## src/rtl/snoop_push_pkg.sv

```systemverilog
package snoop_push_pkg;
  typedef enum logic [1:0] {SC_NONE, SC_INVAL, SC_CLEAN, SC_KILL} snp_class_e;
  typedef enum logic [2:0] {
    ST_IDLE, ST_WIN, ST_ARB, ST_BACKOFF, ST_REQ, ST_GO, ST_WAITCB
  } push_st_e;
  localparam logic [4:0] CB_TT = 5'b00010;
endpackage

```

## src/rtl/snoop_class_dec.sv

```systemverilog
module snoop_class_dec
  import snoop_push_pkg::*;
(
  input  logic [4:0]  tt_i,
  output snp_class_e  cls_o
);
  always_comb begin
    if (tt_i == 5'b00110 || tt_i[4:1] == 4'b0110)
      cls_o = SC_KILL;
    else if (tt_i == 5'b00100 || tt_i[3:0] == 4'b0010 || tt_i[3:0] == 4'b1110)
      cls_o = SC_INVAL;
    else if (tt_i == 5'b00000 || tt_i[3:0] == 4'b1010)
      cls_o = SC_CLEAN;
    else
      cls_o = SC_NONE;
  end
endmodule

```

## src/rtl/snoop_push_fsm.sv

```systemverilog
module snoop_push_fsm
  import snoop_push_pkg::*;
#(
  parameter int unsigned RETRY_DLY   = 2,
  parameter int unsigned BACKOFF_CYC = 2
) (
  input  logic       clk_i,
  input  logic       rst_ni,
  input  logic       start_i,
  input  snp_class_e cls_i,
  input  logic       hit_i,
  input  logic       dirty_i,
  input  logic       sys_br_i,
  input  logic       bg_i,
  input  logic       cb_done_i,
  output logic       artry_o,
  output logic       l2_br_o,
  output logic       cb_start_o,
  output logic       tag_inval_o,
  output logic       tag_clean_o
);
  localparam int unsigned WIN_W = $clog2(RETRY_DLY + 1);
  localparam int unsigned BO_W  = $clog2(BACKOFF_CYC + 1);
  localparam logic [WIN_W-1:0] WIN_LAST = WIN_W'(RETRY_DLY);
  localparam logic [BO_W-1:0]  BO_LAST  = BO_W'(BACKOFF_CYC - 1);

  push_st_e         state_q;
  logic [WIN_W-1:0] win_cnt_q;
  logic [BO_W-1:0]  bo_cnt_q;
  logic             push_inval_q;
  logic             inval_q, clean_q;

  always_ff @(posedge clk_i or negedge rst_ni) begin
    if (!rst_ni) begin
      state_q      <= ST_IDLE;
      win_cnt_q    <= '0;
      bo_cnt_q     <= '0;
      push_inval_q <= 1'b0;
      inval_q      <= 1'b0;
      clean_q      <= 1'b0;
    end else begin
      inval_q <= 1'b0;
      clean_q <= 1'b0;
      unique case (state_q)
        ST_IDLE: if (start_i && hit_i) begin
          if (cls_i == SC_KILL || (cls_i == SC_INVAL && !dirty_i)) begin
            inval_q <= 1'b1;
          end else if ((cls_i == SC_INVAL || cls_i == SC_CLEAN) && dirty_i) begin
            state_q      <= ST_WIN;
            win_cnt_q    <= WIN_W'(1);
            push_inval_q <= (cls_i == SC_INVAL);
          end
        end
        ST_WIN:
          if (win_cnt_q == WIN_LAST) state_q <= ST_ARB;
          else win_cnt_q <= win_cnt_q + 1'b1;
        // processor request sampled once, right after the window
        ST_ARB:
          if (sys_br_i) begin
            state_q  <= ST_BACKOFF;
            bo_cnt_q <= '0;
          end else if (bg_i) state_q <= ST_GO;
          else state_q <= ST_REQ;
        ST_BACKOFF:
          if (bo_cnt_q == BO_LAST) begin
            if (!sys_br_i) state_q <= ST_REQ;
          end else bo_cnt_q <= bo_cnt_q + 1'b1;
        ST_REQ:    if (bg_i) state_q <= ST_GO;
        ST_GO:     state_q <= ST_WAITCB;
        ST_WAITCB: if (cb_done_i) begin
          state_q <= ST_IDLE;
          inval_q <= push_inval_q;
          clean_q <= !push_inval_q;
        end
        default:   state_q <= ST_IDLE;
      endcase
    end
  end

  always_comb begin
    artry_o     = (state_q == ST_WIN) && (win_cnt_q == WIN_LAST);
    l2_br_o     = artry_o || (state_q == ST_REQ) ||
                  ((state_q == ST_ARB) && !sys_br_i);
    cb_start_o  = (state_q == ST_GO);
    tag_inval_o = inval_q;
    tag_clean_o = clean_q;
  end
endmodule

```

## src/rtl/snoop_cb_attr.sv

```systemverilog
module snoop_cb_attr
  import snoop_push_pkg::*;
(
  input  logic       cb_start_i,
  output logic [4:0] tt_o,
  output logic       burst_o,
  output logic       inhibit_o,
  output logic       wrthru_o
);
  always_comb begin
    tt_o      = cb_start_i ? CB_TT : 5'b00000;
    burst_o   = cb_start_i;
    inhibit_o = 1'b0;
    wrthru_o  = 1'b0;
  end
endmodule

```

## src/rtl/snoop_push_ctrl.sv

```systemverilog
module snoop_push_ctrl
  import snoop_push_pkg::*;
#(
  parameter int unsigned RETRY_DLY   = 2,
  parameter int unsigned BACKOFF_CYC = 2
) (
  input  logic       clk_i,
  input  logic       rst_ni,
  input  logic       snp_start_i,
  input  logic [4:0] snp_tt_i,
  input  logic       tag_hit_i,
  input  logic       tag_dirty_i,
  input  logic       sys_br_i,
  input  logic       l2_bg_i,
  input  logic       cb_done_i,
  output logic       artry_o,
  output logic       l2_br_o,
  output logic       tag_inval_o,
  output logic       tag_clean_o,
  output logic       cb_start_o,
  output logic [4:0] cb_tt_o,
  output logic       cb_burst_o,
  output logic       cb_inhibit_o,
  output logic       cb_wrthru_o
);
  snp_class_e cls;

  snoop_class_dec u_dec (.tt_i(snp_tt_i), .cls_o(cls));

  snoop_push_fsm #(.RETRY_DLY(RETRY_DLY), .BACKOFF_CYC(BACKOFF_CYC)) u_fsm (
    .clk_i       (clk_i),
    .rst_ni      (rst_ni),
    .start_i     (snp_start_i),
    .cls_i       (cls),
    .hit_i       (tag_hit_i),
    .dirty_i     (tag_dirty_i),
    .sys_br_i    (sys_br_i),
    .bg_i        (l2_bg_i),
    .cb_done_i   (cb_done_i),
    .artry_o     (artry_o),
    .l2_br_o     (l2_br_o),
    .cb_start_o  (cb_start_o),
    .tag_inval_o (tag_inval_o),
    .tag_clean_o (tag_clean_o)
  );

  snoop_cb_attr u_attr (
    .cb_start_i (cb_start_o),
    .tt_o       (cb_tt_o),
    .burst_o    (cb_burst_o),
    .inhibit_o  (cb_inhibit_o),
    .wrthru_o   (cb_wrthru_o)
  );
endmodule

```

## config.mk

```make
export PLATFORM = sky130hd
export DESIGN_NAME = snoop_push_ctrl
export DESIGN_NICKNAME = d
export VERILOG_FILES = /design/src/rtl/snoop_push_pkg.sv /design/src/rtl/snoop_class_dec.sv /design/src/rtl/snoop_push_fsm.sv /design/src/rtl/snoop_cb_attr.sv /design/src/rtl/snoop_push_ctrl.sv
export SDC_FILE = /design/constraint.sdc
export NUM_CORES = 1
export LEC_CHECK = 0
export BUFFER_PORTS_ARGS = -buffer_cell sky130_fd_sc_hd__buf_4
export CORE_UTILIZATION = 50
export DETAILED_ROUTE_END_ITERATION = 10
export PLACE_DENSITY = 0.78
export SYNTH_ARGS = -nofsm -noshare
export SYNTH_HDL_FRONTEND = slang
export SYNTH_SLANG_ARGS = --single-unit
```

## constraint.sdc

```tcl
create_clock -name clk_i -period 4.56 [get_ports clk_i]
set_input_delay 0.228 -clock clk_i [delete_from_list [all_inputs] [get_ports clk_i]]
set_output_delay 0.228 -clock clk_i [all_outputs]
set_load 0.005 [all_outputs]
```

## Yosys cells after proc, flatten, opt, wreduce, memory -nomap -nowiden

Cells that the tools add are included.
Widths: inputs -> output; s select.

| operators by class | value |
|---|---|
| add/subtract/negate cells | 2 |
| $mul | 0 |
| div/mod/pow operators | 0 |
| order comparisons | 0 |
| eq/ne operators | 28 |
| shift operators | 0 |
| multiplexer cells | 29 |
| bitwise operators | 1 |
| reductions and logical operators | 24 |

Operators by type and width:

| kind | number |
|---|---|
| $mux 3 | 9 |
| $pmux 3 s7 | 1 |
| $mux 2 | 10 |
| $ne 2x2->1 const B | 7 |
| $eq 5x3->1 const B | 2 |
| $eq 3x3->1 const B | 3 |
| $eq 4x4->1 const B | 2 |
| $logic_or 1x1->1 | 8 |
| $ne 2x1->1 const B | 4 |
| $pmux 2 s2 | 2 |
| $reduce_and 8->1 | 1 |
| $eq 2x2->1 const B | 3 |
| $eq 3x2->1 const B | 2 |
| $mux 1 | 6 |
| $logic_and 1x1->1 | 5 |
| $logic_not 5->1 | 1 |
| $reduce_and 5->1 | 1 |
| $add 2x1->2 const B | 2 |
| $eq 2x1->1 const B | 2 |
| $eq 4x2->1 const B | 1 |
| $eq 4x3->1 const B | 1 |
| $reduce_and 4->1 | 1 |
| $reduce_bool 2->1 | 2 |
| $eq 3x1->1 const B | 1 |
| other kinds (5) | 7 |

| word-level totals | value |
|---|---|
| bits in registers | 10 |
| latch bits | 0 |
| memory bits (writable) | 0 |
| memory bits (read-only) | 0 |
| input bits | 13 |
| output and inout bits | 13 |
| memories kept | 0 |

## Depth between registers and ports, before layout

| depth | value |
|---|---|
| depth in word-level cells | 12 |
| mapped depth | 6 |
| depth with buffers taken out | 6 |

## Cells and area by module

A second synthesis with hierarchy kept.

| unflattened totals | value |
|---|---|
| cells, all modules | 98 |
| area, all modules | 828.3 µm² |

Modules (own cells, without submodules):

| module | times used | cells an instance | area each (µm²) |
|---|---|---|---|
| snoop_push_fsm | 1 | 79 | 678.2 |
| snoop_class_dec | 1 | 10 | 86.3 |
| snoop_cb_attr | 1 | 9 | 63.8 |

## Least setup slack after synthesis

OpenSTA, ideal clock, no wires.

| path | value |
|---|---|
| path type | reg2reg |
| start point | register u_fsm.state_q[2] |
| end point | register u_fsm.push_inval_q |
| library setup time | 125 ps |
| arrival time | 1333 ps |
| slack | 3102 ps |
| stages on the path, launching flop included | 5 |
| path buffers | 1 |
| cell sequence | dfrtp_1 buf_6 nor4_4 and4b_4 mux2_4 |

| between the ends | value |
|---|---|
| word-level cells in the longest chain between the ends | 2 |

RTL lines:

| what | RTL line | RTL |
|---|---|---|
| from (decl) | snoop_push_fsm.sv:27 | `push_st_e state_q;` |
| from (signal assigned) | snoop_push_fsm.sv:35 | `state_q <= ST_IDLE;` |
| from (signal assigned) | snoop_push_fsm.sv:49 | `state_q <= ST_WIN;` |
| from (signal assigned) | snoop_push_fsm.sv:55 | `if (win_cnt_q == WIN_LAST) state_q <= ST_ARB;` |
| $logic_not 3->1 | snoop_push_fsm.sv:44 | `unique case (state_q)` |
| $reduce_and 4->1 (no line) | -- |  |
| to (signal assigned) | snoop_push_fsm.sv:51 | `push_inval_q <= (cls_i == SC_INVAL);` |
| to (decl) | snoop_push_fsm.sv:30 | `logic push_inval_q;` |

Every way passes these cells.
A chain may end at the register's enable or synchronous reset.

## Final worst setup path

| path | value |
|---|---|
| start point | register u_fsm.state_q[0] |
| end point | output cb_tt_o[1] |

| between the ends | value |
|---|---|
| word-level cells in the longest chain between the ends | 2 |

RTL lines:

| what | RTL line | RTL |
|---|---|---|
| $eq 3x3->1 | snoop_push_fsm.sv:84 | `cb_start_o = (state_q == ST_GO);` |
| $mux 2 | snoop_cb_attr.sv:11 | `tt_o = cb_start_i ? CB_TT : 5'b00000;` |
| to (decl) | snoop_push_ctrl.sv:21 | `output logic [4:0] cb_tt_o,` |

Every way passes these cells.

==> run_results.csv <==
group,metric,value,unit
pwr,comb_power_share,0.445,
routing,top_layer_used,"met4",
yosys,ys_ff_latch,10,
timing,drv_slew,0,
setup_path,reg2reg_to,"u_fsm.push_inval_q",
yosys,synth_edf_count,0,
routing,wl,1.616,mm
setup_path,critical_path_arrival,1.47,ns
setup_path,critical_path_class,"register to output pin",
yosys,yosys_warnings,0,
floorplan,ios,26,
grt,antenna_found_initial,0,
routing,met2_length,819,um
grt,grt_pass1_wl,2.697,mm
pwr,clockPowerShare,0.129,
setup_path,end_kind,"output pin",
grt,grt_pass1_vias,667,
clocking,postCtsHoldBufs,1,
clocking,insertion_delay,0.26,ns
routing,m1WireLength,708,um
setup_path,crit_required,4.33,ns
timing,setup_viol,0,
clocking,cts_tree,"built",
setup_path,worstSetupEndpoint,"cb_tt_o[1]",
floorplan,core,1383,um2
placement,finalWeightedCongestion,0.8212,
yosys,synth_area_leaders,"dfrtp_1, o21ai_0, buf_4, nand2_1, nor2_1",
routing,antenna_left,0,
yosys,yosysMostFrequentCell,"o21ai_0",
setup_path,r2r_slack,2.90,ns
clocking,htree_levels,1,
clocking,cts.sinks,10,
clocking,cts_setup_buffers,0,
routing,met3_length,74,um
pwr,vdd_ir_drop_max,0.2982,mV
yosys,syn_area,780.7,um2
floorplan,rows,13,
finish,area_growth,16.19,%
setup_path,start_kind,"register",
yosys,ys_seq_area_frac,0.3205,
setup_path,path_depth,4,
routing,routedWlPerCell,12.63,um
yosys,synth_cell_types,33,
placement,port_buffers,19,
yosys,postSynthCellCount,97,
timing,timing.final.crit_share,0.3713,
placement,dp_hpwl,1.291,mm
finish,final_layout_size_suffix_gt1_frac,0.2212,
clocking,clkTransAtPathRegs,0.06,ns
finish,layout.cells.non_filler,128,
timing,skew,0.0006491,ns
finish,num_antenna_cells,0,
pwr,seqPwrFrac,0.426,
clocking,clockRootBuffer,"clkbuf_4",
job,max-cap-violations,0,
finish,fin_area,907.1,um2
grt,grt.overflow.total,0,
timing,hold_viol,0,
timing,setup_tns,0,ns
placement,place_area,874.6,um2
finish,n_fill_cell,135,
setup_path,r2r_cells,3,
setup_path,path_buf_inv,2,
routing,drtIter0Drc,20,
floorplan,die_w,41.52,um
placement,pre_cts_ws,2.925,ns
placement,placed_cells,124,
timing,max_freq,590.7,MHz
yosys,synth_top_area_frac,0.3205,
yosys,synth_ff_type,"dfrtp_1",
pwr,netSwitchingFraction,0.4213,
pwr,power_density,475.8,nW/um2
pwr,switching_power,0.0001818,W
setup_path,cp_top_family,"flip-flops",
status,status,"completed",
setup_path,r2r-start,"u_fsm.state_q[2]",
grt,track_usage,0.2045,
clocking,clockBufferDepth,2,
timing,period_needed,1.693,ns
finish,fin_nets,130,
floorplan,dieArea,1724,um2
pwr,leakage,0.4306,nW
routing,vias,697,
setup_path,crit_path_start,"u_fsm.state_q[0]",
grt,grt_max_degree,18,
yosys,synth.avg_cell_area,8.049,um2
routing,drt-pass1-iter-count,4,
hold_path,min_path_type,"primary input to register",
setup_path,crit_path_top_delay_cell,"dfrtp_1",
routing,viasPerCell,5.445,
setup_path,crit_path_max_incr_delay,0.61,ns
setup_path,cp_cell_sequence,"inv_1 -> nor2_1 -> and2_1 -> buf_4",
clocking,numCtsBuffers,3,
yosys,yosysTopAreaCell,"dfrtp_1",
hold_path,min_path_cells,2,
timing,fin_ws,2.867,ns
floorplan,initial_core_util,0.5647,
yosys,yosys-top-cells-count,"o21ai_0, nand2_1, dfrtp_1",
yosys,async_flop_share,1.000,
setup_path,crit_fanout,14,
timing,rsz0062_at_grt,"false",
floorplan,chipHeight,41.52,um
routing,drcViolationCount,0,
clocking,cts-resized-gates,0,
pwr,p_int,0.0002498,W
-- final cells by class --
type / instances / area, um2 / share of cell area
Clock buffer: 3 / 22.52 / 0.02483
Inverter: 3 / 11.26 / 0.01241
Multi-Input combinational cell: 77 / 451.7 / 0.4979
Sequential cell: 10 / 250.2 / 0.2759
Tap cell: 15 / 18.77 / 0.02069
Timing Repair Buffer: 20 / 152.6 / 0.1683
-- flip-flops by register name, summed over array words and instances (netlist names) --
| signal | flops |
|---|---|
| u_fsm.bo_cnt_q | 2 |
| u_fsm.push_inval_q | 1 |
| u_fsm.state_q | 3 |
| u_fsm.tag_clean_o | 1 |
| u_fsm.tag_inval_o | 1 |
| u_fsm.win_cnt_q | 2 |
-- worst min-delay path by stage --
stage	startpoint	endpoint	slack (ns)
floorplan	rst_ni	u_fsm.bo_cnt_q[0]	-0.07
global placement	rst_ni	u_fsm.tag_inval_o	0.06
detailed placement	rst_ni	u_fsm.tag_inval_o	0.06
CTS	sys_br_i	u_fsm.state_q[2]	0.22
global route	sys_br_i	u_fsm.state_q[2]	0.24
finish	sys_br_i	u_fsm.state_q[2]	0.23
-- worst reg2reg max path, delay by kind of cell (launching register included) --
kind             cells  cell delay, ns
AND/OR/NAND/NOR      2            0.69
flip-flops           1            0.55
multiplexers         1            0.30
-- kinds of logic (layout without fill, tap and decap cells) --
logic type	Yosys count	in the layout	synth area share
multiplexers	2	2	0.03205
other	1	6	0.004803
AND/OR/NAND/NOR	40	40	0.2820
AO/OA/AOI/OAI	27	27	0.2035
buffers and inverters	15	26	0.1250
flip-flops	10	10	0.3205
adder cells (fa/ha/maj)	2	2	0.03205
-- metrics by stage --
stage	hold slack [ns]	utilization	total power, W
final	0.2328	0.6561	0.0004316
after global routing	0.2420	0.6561	0.0004711
after CTS	0.2248	0.6561	0.0004351
after detailed placement	0.06179	0.6326	0.0003770
after global placement	0.06109	0.6326	0.0003654
after floorplan	-0.06759	-	0.0003317
-- per-layer routing --
metal | GRT usage | vias up
met4 | 0.05806 | 0
met1 | 0.2192 | 321
met5 | 0 | -
met3 | 0.07826 | 2
li1 | - | 360
met2 | 0.3688 | 14
-- placed cells by master (no fill, tap or decap), drive strengths merged --
master       Yosys  routed
inv              3       3
nor3             5       5
a221oi           1       1
dlygate4sd3      0       1
nand2b           4       4
or3b             1       1
dfrtp           10      10
buf             12      19
nand2           12      12
and2             1       1
and4b            1       1
a22o             1       1
nand3            2       2
a22oi            1       1
and4             1       1
ha               2       2
mux2i            1       1
nor2             8       8
mux2             1       1
a21o             1       1
nor3b            1       1
a211oi           2       2
o21ai           14      14
o31ai            1       1
and3             1       1
nor2b            2       2
conb             1       6
o21a             1       1
o22ai            1       1
nor4             1       1
clkbuf           0       3
a21oi            4       4
-- power groups by stage --
stage / combinational [W] / sequential (W) / clock [W]
after floorplan: 0.000185 / 0.000147 / 0
after global placement: 0.000184 / 0.000181 / 0
after detailed placement: 0.000193 / 0.000184 / 0
after CTS: 0.000194 / 0.000182 / 0.0000586
after global routing: 0.000220 / 0.000189 / 0.0000620
final: 0.000192 / 0.000184 / 0.0000558
No activity file was read; power rests on OpenSTA's default activity.
